## config.mk

```make
export PLATFORM = sky130hd
export DESIGN_NAME = spec_addr_buf
export DESIGN_NICKNAME = d
export VERILOG_FILES = /design/src/rtl/sab_pkg.sv /design/src/rtl/sab_lookup.sv /design/src/rtl/sab_order.sv /design/src/rtl/spec_addr_buf.sv
export SDC_FILE = /design/constraint.sdc
export NUM_CORES = 1
export LEC_CHECK = 0
export CAP_MARGIN = 20
export CELL_PAD_IN_SITES_DETAIL_PLACEMENT = 0
export CELL_PAD_IN_SITES_GLOBAL_PLACEMENT = 1
export CORE_ASPECT_RATIO = 1.75
export CORE_MARGIN = 2
export CORE_UTILIZATION = 35
export CTS_CLUSTER_DIAMETER = 120
export CTS_CLUSTER_SIZE = 16
export DETAILED_ROUTE_END_ITERATION = 7
export GPL_ROUTABILITY_DRIVEN = 0
export MAX_ROUTING_LAYER = met4
export PLACE_DENSITY = 0.57
export SETUP_SLACK_MARGIN = 0.15
export SYNTH_ARGS = -nofsm -noshare
export SYNTH_HDL_FRONTEND = slang
export SYNTH_SLANG_ARGS = --single-unit
export TNS_END_PERCENT = 5
```

## constraint.sdc

```tcl
create_clock -name clk -period 6.5 [get_ports clk]
set_clock_uncertainty 0.15 [all_clocks]
set_input_delay 1.3 -clock clk [delete_from_list [all_inputs] [get_ports clk]]
set_output_delay 1.3 -clock clk [all_outputs]
set_load 0.03 [all_outputs]
```

## src/rtl/sab_pkg.sv

```systemverilog
package sab_pkg;
    typedef enum logic [0:0] {
        S_RUN   = 1'b0,
        S_DRAIN = 1'b1
    } sab_state_e;
endpackage

```

## src/rtl/sab_lookup.sv

```systemverilog
module sab_lookup #(
    parameter int NENT = 4,
    parameter int AW   = 8,
    parameter int EW   = 2
) (
    input  logic              clk,
    input  logic              rst_n,
    input  logic [AW-1:0]     ent_addr [NENT],
    input  logic [NENT-1:0]   ent_used,
    input  logic [AW-1:0]     key,
    output logic              hit,
    output logic [EW-1:0]     hit_idx,
    output logic              free_any,
    output logic [EW-1:0]     free_idx
);
    logic [NENT-1:0] hit_vec;

    for (genvar e = 0; e < NENT; e++) begin : g_cmp
        assign hit_vec[e] = ent_used[e] && (ent_addr[e] == key);
    end

    always_comb begin
        hit      = 1'b0;
        hit_idx  = '0;
        free_any = 1'b0;
        free_idx = '0;
        for (int e = NENT - 1; e >= 0; e--) begin
            if (hit_vec[e]) begin
                hit     = 1'b1;
                hit_idx = EW'(e);
            end
            if (!ent_used[e]) begin
                free_any = 1'b1;
                free_idx = EW'(e);
            end
        end
    end


    addr_unique_chk: assert property (@(posedge clk) disable iff (!rst_n)
        $onehot0(hit_vec));
endmodule

```

## src/rtl/sab_order.sv

```systemverilog
module sab_order #(
    parameter int NSTG = 4,
    parameter int SW   = 2
) (
    input  logic [NSTG-1:0] ld_bits,
    input  logic [NSTG-1:0] st_bits,
    input  logic [SW-1:0]   head,
    input  logic [SW-1:0]   tail,
    input  logic [SW-1:0]   req_stage,
    output logic            fwd_found,
    output logic [SW-1:0]   fwd_stg,
    output logic            vio_found,
    output logic [SW-1:0]   vio_stg
);
    logic [SW-1:0] rel_req;
    logic [SW-1:0] rel_tail;

    assign rel_req  = req_stage - head;
    assign rel_tail = tail - head;

    always_comb begin
        logic          blocked;
        logic [SW-1:0] s;
        fwd_found = 1'b0;
        fwd_stg   = '0;
        vio_found = 1'b0;
        vio_stg   = '0;
        blocked   = 1'b0;
        s         = '0;
        for (int d = 0; d < NSTG; d++) begin
            s = head + SW'(d);
            // youngest storing stage not younger than the requester
            if (SW'(d) <= rel_req && st_bits[s]) begin
                fwd_found = 1'b1;
                fwd_stg   = s;
            end
            // first younger loader not shadowed by an intervening store
            if (SW'(d) > rel_req && SW'(d) <= rel_tail && !blocked && !vio_found) begin
                if (ld_bits[s]) begin
                    vio_found = 1'b1;
                    vio_stg   = s;
                end else if (st_bits[s]) begin
                    blocked = 1'b1;
                end
            end
        end
    end
endmodule

```

## src/rtl/spec_addr_buf.sv

```systemverilog
module spec_addr_buf
    import sab_pkg::*;
#(
    parameter int NSTG = 4,
    parameter int NENT = 4,
    parameter int AW   = 8,
    parameter int DW   = 8
) (
    input  logic                     clk,
    input  logic                     rst_n,
    input  logic                     req_valid,
    input  logic                     req_store,
    input  logic [$clog2(NSTG)-1:0]  req_stage,
    input  logic [AW-1:0]            req_addr,
    input  logic [DW-1:0]            req_wdata,
    output logic                     req_ready,
    output logic                     full,
    output logic                     load_valid,
    output logic [DW-1:0]            load_data,
    output logic [AW-1:0]            mem_rd_addr,
    input  logic [DW-1:0]            mem_rd_data,
    input  logic [$clog2(NSTG)-1:0]  head_ptr,
    input  logic [$clog2(NSTG)-1:0]  tail_ptr,
    input  logic                     commit,
    input  logic                     squash,
    input  logic [$clog2(NSTG)-1:0]  squash_stage,
    output logic                     mem_wr_en,
    output logic [AW-1:0]            mem_wr_addr,
    output logic [DW-1:0]            mem_wr_data,
    output logic                     viol,
    output logic [$clog2(NSTG)-1:0]  viol_stage
);
    localparam int SW = $clog2(NSTG);
    localparam int EW = (NENT > 1) ? $clog2(NENT) : 1;

    sab_state_e state, state_nxt;

    logic [NSTG-1:0] ld_q   [NENT];
    logic [NSTG-1:0] st_q   [NENT];
    logic [AW-1:0]   addr_q [NENT];
    logic [DW-1:0]   val_q  [NENT][NSTG];
    logic [NENT-1:0] used;
    logic [EW-1:0]   drain_idx;

    logic            hit, free_any;
    logic [EW-1:0]   hit_idx, free_idx, tgt;
    logic [NSTG-1:0] sel_ld, sel_st;
    logic            fwd_found, vio_found;
    logic [SW-1:0]   fwd_stg, vio_stg;
    logic            accept;
    logic            kill_en;
    logic [SW-1:0]   kill_from;
    logic [NSTG-1:0] kill_mask;

    for (genvar e = 0; e < NENT; e++) begin : g_used
        assign used[e] = (|ld_q[e]) || (|st_q[e]);
    end

    sab_lookup #(.NENT(NENT), .AW(AW), .EW(EW)) u_lookup (
        .clk      (clk),
        .rst_n    (rst_n),
        .ent_addr (addr_q),
        .ent_used (used),
        .key      (req_addr),
        .hit      (hit),
        .hit_idx  (hit_idx),
        .free_any (free_any),
        .free_idx (free_idx)
    );

    assign sel_ld = hit ? ld_q[hit_idx] : '0;
    assign sel_st = hit ? st_q[hit_idx] : '0;
    assign tgt    = hit ? hit_idx : free_idx;

    sab_order #(.NSTG(NSTG), .SW(SW)) u_order (
        .ld_bits   (sel_ld),
        .st_bits   (sel_st),
        .head      (head_ptr),
        .tail      (tail_ptr),
        .req_stage (req_stage),
        .fwd_found (fwd_found),
        .fwd_stg   (fwd_stg),
        .vio_found (vio_found),
        .vio_stg   (vio_stg)
    );

    // state register
    always_ff @(posedge clk or negedge rst_n) begin
        if (!rst_n) state <= S_RUN;
        else        state <= state_nxt;
    end

    always_comb begin
        state_nxt = state;
        unique case (state)
            S_RUN:   if (commit) state_nxt = S_DRAIN;
            S_DRAIN: if (drain_idx == EW'(NENT - 1)) state_nxt = S_RUN;
            default: state_nxt = S_RUN;
        endcase
    end

    // state-driven outputs
    always_comb begin
        req_ready = 1'b0;
        full      = 1'b0;
        unique case (state)
            S_RUN: begin
                req_ready = !commit && !squash && (hit || free_any);
                full      = req_valid && !hit && !free_any;
            end
            S_DRAIN: begin
                req_ready = 1'b0;
                full      = 1'b0;
            end
            default: ;
        endcase
    end

    assign mem_rd_addr = req_addr;
    assign accept      = req_valid && req_ready;

    // stages to discard, measured by age from the head
    always_comb begin
        logic [SW-1:0] rf, rt, rs;
        kill_en   = (state == S_RUN && squash) || (accept && req_store && vio_found);
        kill_from = (state == S_RUN && squash) ? squash_stage : vio_stg;
        rf        = kill_from - head_ptr;
        rt        = tail_ptr - head_ptr;
        rs        = '0;
        for (int s = 0; s < NSTG; s++) begin
            rs           = SW'(s) - head_ptr;
            kill_mask[s] = kill_en && (rs >= rf) && (rs <= rt);
        end
    end

    always_ff @(posedge clk or negedge rst_n) begin
        if (!rst_n) begin
            for (int e = 0; e < NENT; e++) begin
                ld_q[e] <= '0;
                st_q[e] <= '0;
            end
            drain_idx   <= '0;
            load_valid  <= 1'b0;
            load_data   <= '0;
            mem_wr_en   <= 1'b0;
            mem_wr_addr <= '0;
            mem_wr_data <= '0;
            viol        <= 1'b0;
            viol_stage  <= '0;
        end else begin
            load_valid <= 1'b0;
            mem_wr_en  <= 1'b0;
            viol       <= 1'b0;
            if (kill_en) begin
                for (int e = 0; e < NENT; e++) begin
                    ld_q[e] <= ld_q[e] & ~kill_mask;
                    st_q[e] <= st_q[e] & ~kill_mask;
                end
            end
            if (accept) begin
                if (req_store) begin
                    st_q[tgt][req_stage] <= 1'b1;
                    if (vio_found) begin
                        viol       <= 1'b1;
                        viol_stage <= vio_stg;
                    end
                end else begin
                    ld_q[tgt][req_stage] <= 1'b1;
                    load_valid <= 1'b1;
                    load_data  <= fwd_found ? val_q[hit_idx][fwd_stg] : mem_rd_data;
                end
            end
            if (state == S_RUN && commit) begin
                drain_idx <= '0;
            end
            if (state == S_DRAIN) begin
                if (st_q[drain_idx][head_ptr]) begin
                    mem_wr_en   <= 1'b1;
                    mem_wr_addr <= addr_q[drain_idx];
                    mem_wr_data <= val_q[drain_idx][head_ptr];
                end
                ld_q[drain_idx][head_ptr] <= 1'b0;
                st_q[drain_idx][head_ptr] <= 1'b0;
                drain_idx <= drain_idx + 1'b1;
            end
        end
    end

    // address and data storage, no reset needed
    always_ff @(posedge clk) begin
        if (accept && !hit) addr_q[tgt] <= req_addr;
        if (accept && req_store) val_q[tgt][req_stage] <= req_wdata;
    end


    load_answer_chk: assert property (@(posedge clk) disable iff (!rst_n)
        (req_valid && req_ready && !req_store) |=> load_valid);


    write_in_drain_chk: assert property (@(posedge clk) disable iff (!rst_n)
        mem_wr_en |-> ($past(state) == S_DRAIN));


    viol_cause_chk: assert property (@(posedge clk) disable iff (!rst_n)
        viol |-> $past(req_valid && req_ready && req_store));


    drain_blocks_chk: assert property (@(posedge clk) disable iff (!rst_n)
        (state == S_DRAIN) |-> !(req_valid && req_ready));
endmodule

```

==> results of run 1 <==
## worst max-delay path, delay by kind of cell
| family | cells | cell delay [ns] |
|---|---|---|
| buffers and inverters | 6 | 1.96 |
| XOR/XNOR | 1 | 0.16 |
| AND/OR/NAND/NOR | 6 | 1.24 |
## worst max path at each step
stage                     slack [ns]   endpoint         from
after floorplan                 0.44   ld_q[14]  head_ptr[1]
after global placement         -0.16   ld_q[14]  req_addr[6]
after detailed placement       -0.11   ld_q[14]  req_addr[2]
after CTS                       0.16  req_ready  req_addr[6]
after global routing            0.07   ld_q[14]  req_addr[2]
final                           0.40  req_ready  req_addr[6]
## routing by layer
layer  vias to the layer above  part of all wire (%)  routed length (um)  GRT usage (%)
met2                       299                    54               22600           43.5
met5                         -                     0                   0              -
met1                      4612                    35               14700           24.2
met4                         0                   6.8                2830           13.4
met3                       119                   3.4                1390           1.81
li1                       4172                     -                   -              -
## state kept, by name (all words and copies together), names as in the netlist
name         count
val_q          128
addr_q          32
ld_q            16
st_q            16
load_data        8
mem_wr_addr      8
mem_wr_data      8
drain_idx        2
viol_stage       2
load_valid       1
mem_wr_en        1
state            1
viol             1
## final cells by class
class / instances / area (um2) / share of cell area, %
repair buffers: 173 / 1510 / 10.3
flip-flops and latches: 224 / 6410 / 43.9
clock buffers: 29 / 470 / 3.22
clock inverters: 1 / 8.76 / 0.0600
well taps: 460 / 576 / 3.95
multi-input cells: 709 / 5530 / 37.9
inverters: 23 / 86.3 / 0.592
## kinds of logic (layout without fill, tap and decap cells)
| logic type | count (synthesis) | after routing | share of synthesized area, % |
|---|---|---|---|
| muxes | 81 | 81 | 12.4 |
| DFF | 224 | 224 | 52.4 |
| xor gates and xnor gates | 42 | 42 | 3.07 |
| and+or+nand+nor | 355 | 355 | 14.1 |
| buffers and inverters | 85 | 226 | 2.90 |
| AOI/OAI and AO/OA | 211 | 211 | 13.0 |
| adders and majority gates | 20 | 20 | 2.17 |
## layout by cell type (no fill, tap or decap), types with 4 or more instances in the layout
cell	count
sky130_fd_sc_hd__inv_1	23
sky130_fd_sc_hd__nand2_1	104
sky130_fd_sc_hd__mux2i_1	8
sky130_fd_sc_hd__mux2_2	18
sky130_fd_sc_hd__nor4b_1	6
sky130_fd_sc_hd__mux4_2	54
sky130_fd_sc_hd__a31oi_1	10
sky130_fd_sc_hd__a211oi_1	19
sky130_fd_sc_hd__a21oi_1	23
sky130_fd_sc_hd__xor2_1	30
sky130_fd_sc_hd__nor3_2	9
sky130_fd_sc_hd__o211a_1	19
sky130_fd_sc_hd__xnor2_1	11
sky130_fd_sc_hd__clkdlybuf4s50_1	75
sky130_fd_sc_hd__nand3_1	64
sky130_fd_sc_hd__a22oi_1	9
sky130_fd_sc_hd__o211ai_1	5
sky130_fd_sc_hd__o221ai_1	4
sky130_fd_sc_hd__a21o_1	6
sky130_fd_sc_hd__nor4_1	8
sky130_fd_sc_hd__and3_1	5
sky130_fd_sc_hd__clkbuf_1	12
sky130_fd_sc_hd__nor2_1	90
sky130_fd_sc_hd__a31o_1	22
sky130_fd_sc_hd__o21ai_0	43
sky130_fd_sc_hd__a311oi_1	17
sky130_fd_sc_hd__buf_4	96
sky130_fd_sc_hd__edfxtp_1	160
sky130_fd_sc_hd__nor4_2	5
sky130_fd_sc_hd__and4_1	5
sky130_fd_sc_hd__clkbuf_16	17
sky130_fd_sc_hd__ha_1	18
sky130_fd_sc_hd__dfrtp_1	62
sky130_fd_sc_hd__nor3_1	8
sky130_fd_sc_hd__and2_1	23
sky130_fd_sc_hd__nand4_1	8
## power breakdown
part           switching (mW)  internal [mW]
combinational           0.828          0.622
sequential             0.0906           1.63
clock                   0.511          0.497
## per-stage QoR
| stage | total power [mW] | hold slack, ns | utilization [%] |
|---|---|---|---|
| 4_1_cts | 4.23 | 0.365 | 42.3 |
| 2_1_floorplan | 2.63 | 0.338 | - |
| 3_3_place_gp | 3.22 | 0.337 | 40.9 |
| 3_5_place_dp | 3.22 | 0.347 | 40.9 |
| 5_1_grt | 4.36 | 0.373 | 42.3 |
| 6_report | 4.18 | 0.359 | 42.3 |
## what timing repair did
action                                  CTS  global route
endpoints found under the hold margin     0             0
gates resized for setup                   0             1
hold buffers                              0             0
endpoints found under the setup margin    0            18
==> run_summary.xml, run 1 <==
<?xml version="1.0" encoding="UTF-8"?>
<metrics>
  <group name="worst_hold_path">
    <metric name="worst_hold_path_type" unit="">reg -&gt; reg</metric>
    <metric name="hold_path_depth" unit="">1</metric>
    <metric name="holdPathEnd" unit="">mem_wr_data[6]</metric>
    <metric name="hold_path_startpoint" unit="">mem_wr_data[6]</metric>
  </group>
  <group name="critical_path">
    <metric name="critical_path_class" unit="">in -&gt; out</metric>
    <metric name="cp.required" unit="ns">5.05</metric>
    <metric name="end_kind" unit="">output pin</metric>
    <metric name="crit-reg2reg-capture" unit="">ld_q[14]</metric>
    <metric name="startpoint_of_the_worst_slack_reg_to_reg_timing_path" unit="">ld_q[12]</metric>
    <metric name="logic_depth_of_the_worst_register_to_register_path" unit="">22</metric>
    <metric name="crit_arrival" unit="ns">4.65</metric>
    <metric name="internal_reg_to_reg_setup_slack" unit="ns">1.25</metric>
    <metric name="cp_slowest_cell" unit="">sky130_fd_sc_hd__clkdlybuf4s50_1</metric>
    <metric name="cp-start-kind" unit="">primary input</metric>
    <metric name="path_max_fanout" unit="">7</metric>
    <metric name="path_cells" unit="">clkdlybuf4s50_1 -&gt; buf_4 -&gt; xnor2_1 -&gt; nand4_1 -&gt; buf_4 -&gt; nor3_1 -&gt; nor2_1 -&gt; buf_4 -&gt; nand2_1 -&gt; nor3_1 -&gt; buf_4 -&gt; nor4_2 -&gt; clkdlybuf4s50_1</metric>
    <metric name="cpMostUsedCell" unit="">sky130_fd_sc_hd__buf_4</metric>
    <metric name="slowest_delay" unit="ns">0.75</metric>
  </group>
  <group name="cts">
    <metric name="num_cts_buffers" unit="">17</metric>
    <metric name="clk_pin_slew" unit="ns">0.07</metric>
    <metric name="insertion_delay" unit="ns">0.51</metric>
    <metric name="clock-root-buffer" unit="">sky130_fd_sc_hd__clkbuf_16</metric>
    <metric name="cts-htree-levels" unit="">1</metric>
    <metric name="cts_tree" unit="">yes</metric>
    <metric name="clkSinkCount" unit="">224</metric>
    <metric name="postCtsSetupBuffers" unit="">0</metric>
    <metric name="cts.path.max_buffers" unit="">3</metric>
  </group>
  <group name="job">
    <metric name="drv.max_cap_violation_count" unit="">0</metric>
  </group>
  <group name="final_layout">
    <metric name="final.fill_count" unit="">3342</metric>
    <metric name="final_nets" unit="">1206</metric>
    <metric name="final_cell_area" unit="um2">14600</metric>
    <metric name="proportion_of_layout_cells_with_a_drive_suffix_above_1" unit="%">19.2</metric>
    <metric name="synth_to_layout_area_growth" unit="%">19.3</metric>
    <metric name="antenna-diode-count" unit="">0</metric>
    <metric name="final_cell_count_no_fill" unit="">1619</metric>
  </group>
  <group name="sta">
    <metric name="fmax" unit="MHz">164</metric>
    <metric name="slew_violations" unit="">0</metric>
    <metric name="timing.setup.tns" unit="ns">0</metric>
    <metric name="setup_violations" unit="">0</metric>
    <metric name="grt_setup_unrepaired" unit="">true</metric>
    <metric name="tightestPinTransition" unit="ns">0.963</metric>
    <metric name="setup_ws" unit="ns">0.397</metric>
    <metric name="finalHoldViolCount" unit="">0</metric>
    <metric name="crit_share_post_route" unit="%">93.9</metric>
    <metric name="period_minus_ws_final" unit="ns">6.10</metric>
    <metric name="slew-limit-headroom" unit="%">35.6</metric>
  </group>
  <group name="logic_synthesis">
    <metric name="ys.warnings.count" unit="">0</metric>
    <metric name="post_synth_inst_count" unit="">1018</metric>
    <metric name="synth_most_common_cell" unit="">sky130_fd_sc_hd__edfxtp_1</metric>
    <metric name="synthDominantAreaCellType" unit="">sky130_fd_sc_hd__edfxtp_1</metric>
    <metric name="edff_count_synth" unit="">160</metric>
    <metric name="synth.avg_cell_area" unit="um2">12.0</metric>
    <metric name="synth_area_leaders" unit="">sky130_fd_sc_hd__edfxtp_1, sky130_fd_sc_hd__dfrtp_1, sky130_fd_sc_hd__mux4_2</metric>
    <metric name="share_of_the_synthesized_area_in_the_top_cell_type" unit="%">39.3</metric>
    <metric name="yosys-top-cells-count" unit="">sky130_fd_sc_hd__edfxtp_1, sky130_fd_sc_hd__nand2_1, sky130_fd_sc_hd__nor2_1, sky130_fd_sc_hd__dfrtp_1, sky130_fd_sc_hd__nand3_1</metric>
    <metric name="synthesis.nets" unit="">1076</metric>
    <metric name="synth_area" unit="um2">12200</metric>
    <metric name="synthArstFlopShare" unit="%">28.6</metric>
    <metric name="synth-seq-area-share" unit="%">52.4</metric>
    <metric name="ys_ff_latch" unit="">224</metric>
    <metric name="synth_cell_type_count" unit="">69</metric>
    <metric name="postSynth.topFlopCell" unit="">sky130_fd_sc_hd__edfxtp_1</metric>
  </group>
  <group name="grt">
    <metric name="global_route_wire_length_before_repair" unit="um">61900</metric>
    <metric name="grt_start_max_net_pins" unit="">65</metric>
    <metric name="grt_use_total" unit="%">23.4</metric>
    <metric name="first_global_vias" unit="">9678</metric>
    <metric name="gr-total-overflow" unit="">0</metric>
    <metric name="grt_antenna_before_repair" unit="">0</metric>
  </group>
  <group name="detailed_routing">
    <metric name="dr_total_vias" unit="">9202</metric>
    <metric name="detail_route.iter0.violations" unit="">552</metric>
    <metric name="routedWlPerCell" unit="um">25.6</metric>
    <metric name="drtPass1Iterations" unit="">5</metric>
    <metric name="route.detailed.vias_per_inst" unit="">5.68</metric>
    <metric name="final_antenna_net_count" unit="">0</metric>
    <metric name="wirelength_routed" unit="um">41500</metric>
    <metric name="post-route-drc-count" unit="">0</metric>
  </group>
  <group name="floorplanning">
    <metric name="placement_rows" unit="">90</metric>
    <metric name="area_enclosed_by_the_die_boundary" unit="um2">36500</metric>
    <metric name="top_level_ports" unit="">77</metric>
    <metric name="initial_core_util" unit="%">35.5</metric>
    <metric name="die_height" unit="um">251</metric>
    <metric name="fp.coreArea" unit="um2">34500</metric>
    <metric name="fp.dieW" unit="um">145</metric>
  </group>
  <group name="placed_design">
    <metric name="pre_cts_ws" unit="ns">-0.106</metric>
    <metric name="dp.cells" unit="">1588</metric>
    <metric name="dpl.hpwl" unit="um">30300</metric>
    <metric name="placed_cell_area" unit="um2">14100</metric>
    <metric name="buffer_ports.inserted" unit="">76</metric>
  </group>
  <group name="pwr">
    <metric name="pwr_density_cell" unit="nW/um2">287</metric>
    <metric name="vdd.ir_drop.worst" unit="mV">0.189</metric>
    <metric name="static_leakage" unit="nW">5.47</metric>
  </group>
  <group name="outcome">
    <metric name="outcome" unit="">finished clean</metric>
  </group>
</metrics>
Note: power is estimated with default switching activity, not from simulation.
==> run 2, diff against run 1 <==
PLACE_DENSITY = 0.59   (was 0.57)
clock period = 5.3 ns   (was 6.5 ns; I/O delays follow)
==> run 2 against run 1 <==
Sequential share of layout area fell by 3.6 points. Worst setup slack got worse by 0.32 ns. Core utilization rose by 3.7 points. Clock-buffer cell count did not move. Clock power rose by 22%. Combinational power rose by 36%. Die area did not move. Critical path depth rose by 12. Power rose by 27%. Via count rose by 4.7%. Largest cell class unchanged.
==> run_summary.xml, run 2 (same netlist as run 1, synthesis figures left out) <==
<?xml version="1.0" encoding="UTF-8"?>
<metrics>
  <group name="grt">
    <metric name="grt_start_max_net_pins" unit="">65</metric>
    <metric name="gr-usage-met3" unit="%">2.03</metric>
    <metric name="grt_most_used_layer" unit="">met2</metric>
    <metric name="global_route_wire_length_before_repair" unit="um">63300</metric>
    <metric name="grt.met1_usage" unit="%">23.3</metric>
    <metric name="global_route.usage.met2" unit="%">45.9</metric>
    <metric name="first_global_vias" unit="">10235</metric>
    <metric name="gr-total-overflow" unit="">0</metric>
    <metric name="grt_antenna_before_repair" unit="">0</metric>
    <metric name="grt_use_total" unit="%">23.9</metric>
  </group>
  <group name="cts">
    <metric name="cts-htree-levels" unit="">1</metric>
    <metric name="clock-root-buffer" unit="">sky130_fd_sc_hd__clkbuf_16</metric>
    <metric name="cts.path.max_buffers" unit="">3</metric>
    <metric name="cts-hold-fix-buffers" unit="">0</metric>
    <metric name="num_cts_buffers" unit="">17</metric>
    <metric name="cts_tree" unit="">yes</metric>
    <metric name="clk_pin_slew" unit="ns">0.08</metric>
    <metric name="insertion_delay" unit="ns">0.51</metric>
    <metric name="clkSinkCount" unit="">224</metric>
  </group>
  <group name="floorplanning">
    <metric name="initial_core_util" unit="%">35.5</metric>
    <metric name="fp.dieW" unit="um">145</metric>
    <metric name="placement_rows" unit="">90</metric>
    <metric name="top_level_ports" unit="">77</metric>
    <metric name="fp.coreArea" unit="um2">34500</metric>
    <metric name="area_enclosed_by_the_die_boundary" unit="um2">36500</metric>
    <metric name="die_height" unit="um">251</metric>
  </group>
  <group name="pwr">
    <metric name="power.share.sequential" unit="%">39.7</metric>
    <metric name="power.switching" unit="mW">1.81</metric>
    <metric name="p_int" unit="mW">3.50</metric>
    <metric name="pwr_density_cell" unit="nW/um2">334</metric>
    <metric name="power_frac_comb" unit="%">37.2</metric>
    <metric name="vdd.ir_drop.worst" unit="mV">0.229</metric>
    <metric name="power.clock.fraction" unit="%">23.1</metric>
    <metric name="static_leakage" unit="nW">6.07</metric>
    <metric name="switching_share" unit="%">34.0</metric>
    <metric name="report.power.total" unit="mW">5.31</metric>
  </group>
  <group name="sta">
    <metric name="crit_share_post_route" unit="%">98.5</metric>
    <metric name="finalHoldViolCount" unit="">0</metric>
    <metric name="final.hold.worst_slack" unit="ns">0.298</metric>
    <metric name="slew_violations" unit="">0</metric>
    <metric name="period_minus_ws_final" unit="ns">5.22</metric>
    <metric name="tightestPinTransition" unit="ns">1.10</metric>
    <metric name="setup_ws" unit="ns">0.0795</metric>
    <metric name="grt_setup_unrepaired" unit="">true</metric>
    <metric name="fmax" unit="MHz">192</metric>
    <metric name="setup_violations" unit="">0</metric>
    <metric name="slew-limit-headroom" unit="%">26.7</metric>
  </group>
  <group name="placed_design">
    <metric name="dpl.hpwl" unit="um">31600</metric>
    <metric name="buffer_ports.inserted" unit="">76</metric>
    <metric name="pre_cts_ws" unit="ns">-0.928</metric>
    <metric name="placed_cell_area" unit="um2">14800</metric>
  </group>
  <group name="final_layout">
    <metric name="reg_top3" unit="">val_q x128, addr_q x32</metric>
    <metric name="area_taken_by_multi_input_logic_gates" unit="um2">5960</metric>
    <metric name="final_cell_area" unit="um2">15900</metric>
    <metric name="final_common_cell" unit="">sky130_fd_sc_hd__buf_4</metric>
    <metric name="post-route-util" unit="%">46.1</metric>
    <metric name="most_flop_heavy_register" unit="">val_q</metric>
    <metric name="proportion_of_layout_cells_with_a_drive_suffix_above_1" unit="%">31.3</metric>
    <metric name="layout.cells.most_common_list" unit="">sky130_fd_sc_hd__buf_4, sky130_fd_sc_hd__edfxtp_1, sky130_fd_sc_hd__nand2_1, sky130_fd_sc_hd__nor2_1, sky130_fd_sc_hd__clkdlybuf4s50_1</metric>
    <metric name="largest_register_ffs" unit="">128</metric>
    <metric name="final_nets" unit="">1309</metric>
    <metric name="antenna-diode-count" unit="">0</metric>
    <metric name="synth_to_layout_area_growth" unit="%">29.8</metric>
    <metric name="area.sequential" unit="um2">6410</metric>
    <metric name="final.fill_count" unit="">3252</metric>
  </group>
  <group name="detailed_routing">
    <metric name="post-route-drc-count" unit="">0</metric>
    <metric name="wirelength_routed" unit="um">42500</metric>
    <metric name="final_antenna_net_count" unit="">0</metric>
    <metric name="route.detailed.vias_per_inst" unit="">5.60</metric>
    <metric name="dr_total_vias" unit="">9637</metric>
    <metric name="drtPass1Iterations" unit="">6</metric>
    <metric name="detail_route.iter0.violations" unit="">580</metric>
    <metric name="routedWlPerCell" unit="um">24.7</metric>
  </group>
  <group name="critical_path">
    <metric name="cp.required" unit="ns">5.54</metric>
    <metric name="path_max_fanout" unit="">8</metric>
    <metric name="critical_path.top_delay_family" unit="">compound AO/OA/AOI/OAI gates</metric>
    <metric name="critical_path_class" unit="">in -&gt; reg</metric>
    <metric name="cp-start-kind" unit="">primary input</metric>
    <metric name="cpMostUsedCell" unit="">sky130_fd_sc_hd__buf_4</metric>
    <metric name="end_kind" unit="">flop</metric>
    <metric name="crit_arrival" unit="ns">5.46</metric>
    <metric name="cp_slowest_cell" unit="">sky130_fd_sc_hd__or3_4</metric>
    <metric name="slowest_delay" unit="ns">0.39</metric>
    <metric name="timing.critical_path.buf_inv" unit="">6</metric>
  </group>
  <group name="worst_hold_path">
    <metric name="worst_hold_path_type" unit="">in -&gt; async</metric>
  </group>
  <group name="outcome">
    <metric name="outcome" unit="">finished clean</metric>
  </group>
  <group name="job">
    <metric name="drv.max_cap_violation_count" unit="">0</metric>
  </group>
</metrics>
[run 2: cell types whose count changed in the layout (fill, tap and decap cells not counted), sizes merged]
cell	delta
clkdlybuf4s15	+4
clkdlybuf4s50	-10
buf	+109
[run 2: power by group through the flow]
stage,sequential [mW],combinational [mW],clock [mW]
floorplan,2.27,0.970,0
global placement,2.14,1.91,0
detailed placement,2.14,1.91,0
CTS,2.10,1.95,1.27
global route,2.12,2.08,1.33
finish,2.11,1.97,1.23
[run 2: area by class of cell]
class | count | share of cell area [%]
timing repair buffer | 276 | 14.9
multi-input combinational | 709 | 37.6
tap | 460 | 3.63
clock buffer | 29 | 2.96
sequential | 224 | 40.4
inverter | 23 | 0.544
clock inverter | 1 | 0.0552
[run 2: stage by stage]
stage | TNS, ns | std cells
after floorplan | -0.842 | 1018
after global placement | -26.23 | 1666
after detailed placement | -28.34 | 1666
after CTS | 0 | 1716
after global routing | -0.816 | 1722
final | 0 | 1722
[run 2: final timing paths]
path | startpoint | cells past startpoint | endpoint | slack (ns)
hold / removal | rst_n | 1 | mem_wr_addr[0] | 0.30
hold reg to reg | mem_wr_addr[1] | 1 | mem_wr_addr[1] | 0.36
setup reg to reg | st_q[4] | 21 | ld_q[14] | 0.27
min in group clk | mem_wr_addr[1] | 1 | mem_wr_addr[1] | 0.36
max in group asynchronous | rst_n | 2 | load_data[7] | 3.74
setup / recovery | req_addr[6] | 25 | ld_q[14] | 0.08
[run 2: repair_timing]
item,in CTS,in global routing
buffers inserted,20,6
gates cloned,0,0
setup endpoints to repair,32,32
gates resized for setup,85,32
pin swaps,25,53
[run 2: routing by layer]
layer	share of wire, %	wire length (um)	vias up
met5	0	0	-
met4	6.5	2770	0
met3	3.6	1540	144
met2	56	23800	326
met1	34	14500	4801
li1	-	-	4366
==> run 3, diff against run 2 <==
CORE_UTILIZATION = 44   (was 35)
PLACE_DENSITY = 0.72   (was 0.59)
==> run 3 against run 2 <==
Flip-flop and latch count is the same. Fmax grew 0.42%. Power shrank 2.8%. Worst setup slack gained 0.022 ns. Cell count shrank 7.4%. Die area shrank 20%. Non-clock buffer count shrank 37. Global-route usage grew 4.3 points. Clock-buffer cell count is the same. Largest cell class unchanged. Highest routed layer unchanged.
==> run_summary.xml, run 3 (same netlist as run 1, synthesis figures left out) <==
<?xml version="1.0" encoding="UTF-8"?>
<metrics>
  <group name="outcome">
    <metric name="outcome" unit="">finished clean</metric>
  </group>
  <group name="sta">
    <metric name="finalHoldViolCount" unit="">0</metric>
    <metric name="grt_setup_unrepaired" unit="">true</metric>
    <metric name="setup_violations" unit="">0</metric>
    <metric name="crit_share_post_route" unit="%">98.1</metric>
    <metric name="slew_violations" unit="">0</metric>
    <metric name="slew-limit-headroom" unit="%">37.0</metric>
    <metric name="tightestPinTransition" unit="ns">0.944</metric>
    <metric name="setup_ws" unit="ns">0.101</metric>
    <metric name="final.hold.worst_slack" unit="ns">0.355</metric>
    <metric name="period_minus_ws_final" unit="ns">5.20</metric>
    <metric name="timing.setup.tns" unit="ns">0</metric>
    <metric name="fmax" unit="MHz">192</metric>
  </group>
  <group name="critical_path">
    <metric name="cp-start-kind" unit="">primary input</metric>
    <metric name="end_kind" unit="">flop</metric>
    <metric name="path_max_fanout" unit="">8</metric>
    <metric name="internal_reg_to_reg_setup_slack" unit="ns">0.18</metric>
    <metric name="crit-reg2reg-capture" unit="">st_q[14]</metric>
    <metric name="cp.required" unit="ns">5.52</metric>
    <metric name="timing.critical_path.from" unit="">req_addr[3]</metric>
    <metric name="startpoint_of_the_worst_slack_reg_to_reg_timing_path" unit="">ld_q[12]</metric>
    <metric name="critical_path_class" unit="">in -&gt; reg</metric>
    <metric name="crit_arrival" unit="ns">5.42</metric>
    <metric name="worstSetupEndpoint" unit="">st_q[14]</metric>
    <metric name="logic_depth_of_the_worst_register_to_register_path" unit="">23</metric>
  </group>
  <group name="floorplanning">
    <metric name="top_level_ports" unit="">77</metric>
    <metric name="area_enclosed_by_the_die_boundary" unit="um2">29200</metric>
    <metric name="initial_core_util" unit="%">44.7</metric>
    <metric name="die_height" unit="um">224</metric>
    <metric name="fp.dieW" unit="um">130</metric>
    <metric name="placement_rows" unit="">80</metric>
    <metric name="fp.coreArea" unit="um2">27300</metric>
  </group>
  <group name="pwr">
    <metric name="switching_share" unit="%">33.6</metric>
    <metric name="vdd.ir_drop.worst" unit="mV">0.306</metric>
    <metric name="power.switching" unit="mW">1.73</metric>
    <metric name="report.power.total" unit="mW">5.16</metric>
    <metric name="power.clock.fraction" unit="%">23.5</metric>
    <metric name="power.share.sequential" unit="%">40.8</metric>
    <metric name="power_frac_comb" unit="%">35.6</metric>
    <metric name="p_int" unit="mW">3.42</metric>
    <metric name="static_leakage" unit="nW">5.87</metric>
    <metric name="pwr_density_cell" unit="nW/um2">338</metric>
  </group>
  <group name="final_layout">
    <metric name="area_taken_by_multi_input_logic_gates" unit="um2">5790</metric>
    <metric name="final_nets" unit="">1272</metric>
    <metric name="proportion_of_layout_cells_with_a_drive_suffix_above_1" unit="%">27.5</metric>
    <metric name="most_flop_heavy_register" unit="">val_q</metric>
    <metric name="antenna-diode-count" unit="">0</metric>
    <metric name="layout.cells.most_common_list" unit="">sky130_fd_sc_hd__edfxtp_1, sky130_fd_sc_hd__buf_4, sky130_fd_sc_hd__nand2_1, sky130_fd_sc_hd__nor2_1, sky130_fd_sc_hd__clkdlybuf4s50_1</metric>
    <metric name="reg_top3" unit="">val_q x128, addr_q x32</metric>
    <metric name="final.fill_count" unit="">2318</metric>
    <metric name="synth_to_layout_area_growth" unit="%">24.9</metric>
    <metric name="largest_register_ffs" unit="">128</metric>
    <metric name="final_common_cell" unit="">sky130_fd_sc_hd__edfxtp_1</metric>
    <metric name="final_cell_area" unit="um2">15300</metric>
    <metric name="area.sequential" unit="um2">6410</metric>
  </group>
  <group name="detailed_routing">
    <metric name="dr_total_vias" unit="">9557</metric>
    <metric name="routedWlPerCell" unit="um">24.5</metric>
    <metric name="wirelength_routed" unit="um">39100</metric>
    <metric name="route.detailed.vias_per_inst" unit="">6.00</metric>
    <metric name="detail_route.iter0.violations" unit="">723</metric>
    <metric name="post-route-drc-count" unit="">0</metric>
    <metric name="drtPass1Iterations" unit="">5</metric>
    <metric name="final_antenna_net_count" unit="">0</metric>
  </group>
  <group name="cts">
    <metric name="insertion_delay" unit="ns">0.52</metric>
    <metric name="cts-hold-fix-buffers" unit="">0</metric>
    <metric name="cts_tree" unit="">yes</metric>
    <metric name="clkSinkCount" unit="">224</metric>
    <metric name="cts.path.max_buffers" unit="">3</metric>
    <metric name="cts-htree-levels" unit="">1</metric>
    <metric name="num_cts_buffers" unit="">17</metric>
    <metric name="clock-root-buffer" unit="">sky130_fd_sc_hd__clkbuf_16</metric>
    <metric name="clk_pin_slew" unit="ns">0.07</metric>
  </group>
  <group name="grt">
    <metric name="grt_start_max_net_pins" unit="">65</metric>
    <metric name="gr-total-overflow" unit="">0</metric>
    <metric name="global_route_wire_length_before_repair" unit="um">58400</metric>
    <metric name="first_global_vias" unit="">9979</metric>
    <metric name="grt_antenna_before_repair" unit="">0</metric>
    <metric name="grt_use_total" unit="%">28.2</metric>
  </group>
  <group name="job">
    <metric name="drv.max_cap_violation_count" unit="">0</metric>
  </group>
  <group name="worst_hold_path">
    <metric name="worst_hold_path_type" unit="">reg -&gt; reg</metric>
  </group>
  <group name="placed_design">
    <metric name="buffer_ports.inserted" unit="">76</metric>
    <metric name="pre_cts_ws" unit="ns">-0.828</metric>
    <metric name="placed_cell_area" unit="um2">14400</metric>
    <metric name="dpl.hpwl" unit="um">28700</metric>
  </group>
</metrics>
[run 3: area by class of cell]
class                   count  area share (%)
flip-flops and latches    224            42.0
inverters                  23           0.565
clock inverters             1          0.0574
well taps                 369            3.02
repair buffers            239            13.4
multi-input cells         709            37.9
clock buffers              29            3.08
[run 3: routing by layer]
layer	wire length (um)	vias to the layer above	global-route usage, %
li1	-	4300	-
met1	13000	4713	28.1
met2	21200	383	51.1
met3	1740	161	3.09
met4	3150	0	17.9
met5	0	-	-
[run 3: metrics by stage]
stage / cells / utilization, %
finish: 1594 / 55.9
global route: 1594 / 55.9
CTS: 1592 / 55.7
detailed placement: 1547 / 52.6
global placement: 1547 / 52.6
floorplan: 1018 / -
[run 3: how the worst min path moves through the flow]
stage              startpoint  slack (ns)  depth (start not counted)        endpoint
6_report       mem_wr_addr[5]        0.36                          1  mem_wr_addr[5]
5_1_grt        mem_wr_data[6]        0.37                          1  mem_wr_data[6]
4_1_cts        mem_wr_addr[5]        0.36                          1  mem_wr_addr[5]
3_5_place_dp   mem_wr_addr[5]        0.34                          1  mem_wr_addr[5]
3_3_place_gp   mem_wr_data[6]        0.34                          1  mem_wr_data[6]
2_1_floorplan         ld_q[5]        0.34                          1         ld_q[5]
[run 3: timing repair]
item                                    in CTS  in global routing
endpoints found under the setup margin      32                 32
gates cloned                                 1                  0
gates resized for setup                     86                  5
buffers inserted                            14                  2
pin swaps                                   22                  9
[run 3: power by group through the flow]
stage,clock network (mW),logic (mW),registers (mW)
finish,1.21,1.84,2.10
global route,1.30,1.96,2.12
CTS,1.24,1.83,2.11
detailed placement,0,1.80,2.14
global placement,0,1.80,2.14
floorplan,0,0.970,2.27
[run 3: worst max-delay path, cell delays in order]
cell and delay (ns):
sky130_fd_sc_hd__clkdlybuf4s15_2 0.25, sky130_fd_sc_hd__xor2_2 0.23, sky130_fd_sc_hd__nor4_4 0.05, sky130_fd_sc_hd__buf_4 0.15
sky130_fd_sc_hd__buf_4 0.16, sky130_fd_sc_hd__and4_1 0.21, sky130_fd_sc_hd__a31oi_2 0.18, sky130_fd_sc_hd__o221ai_2 0.12
sky130_fd_sc_hd__mux4_2 0.55, sky130_fd_sc_hd__a21oi_2 0.17, sky130_fd_sc_hd__o21ai_2 0.09, sky130_fd_sc_hd__a221oi_2 0.27
sky130_fd_sc_hd__mux2i_1 0.11, sky130_fd_sc_hd__a21o_1 0.22, sky130_fd_sc_hd__inv_2 0.10, sky130_fd_sc_hd__ha_4 0.21
sky130_fd_sc_hd__xnor2_2 0.14, sky130_fd_sc_hd__and2_4 0.17, sky130_fd_sc_hd__a21oi_2 0.14, sky130_fd_sc_hd__o32ai_2 0.10
sky130_fd_sc_hd__a31oi_2 0.20, sky130_fd_sc_hd__o211ai_1 0.12, sky130_fd_sc_hd__buf_4 0.20, sky130_fd_sc_hd__a31o_1 0.22
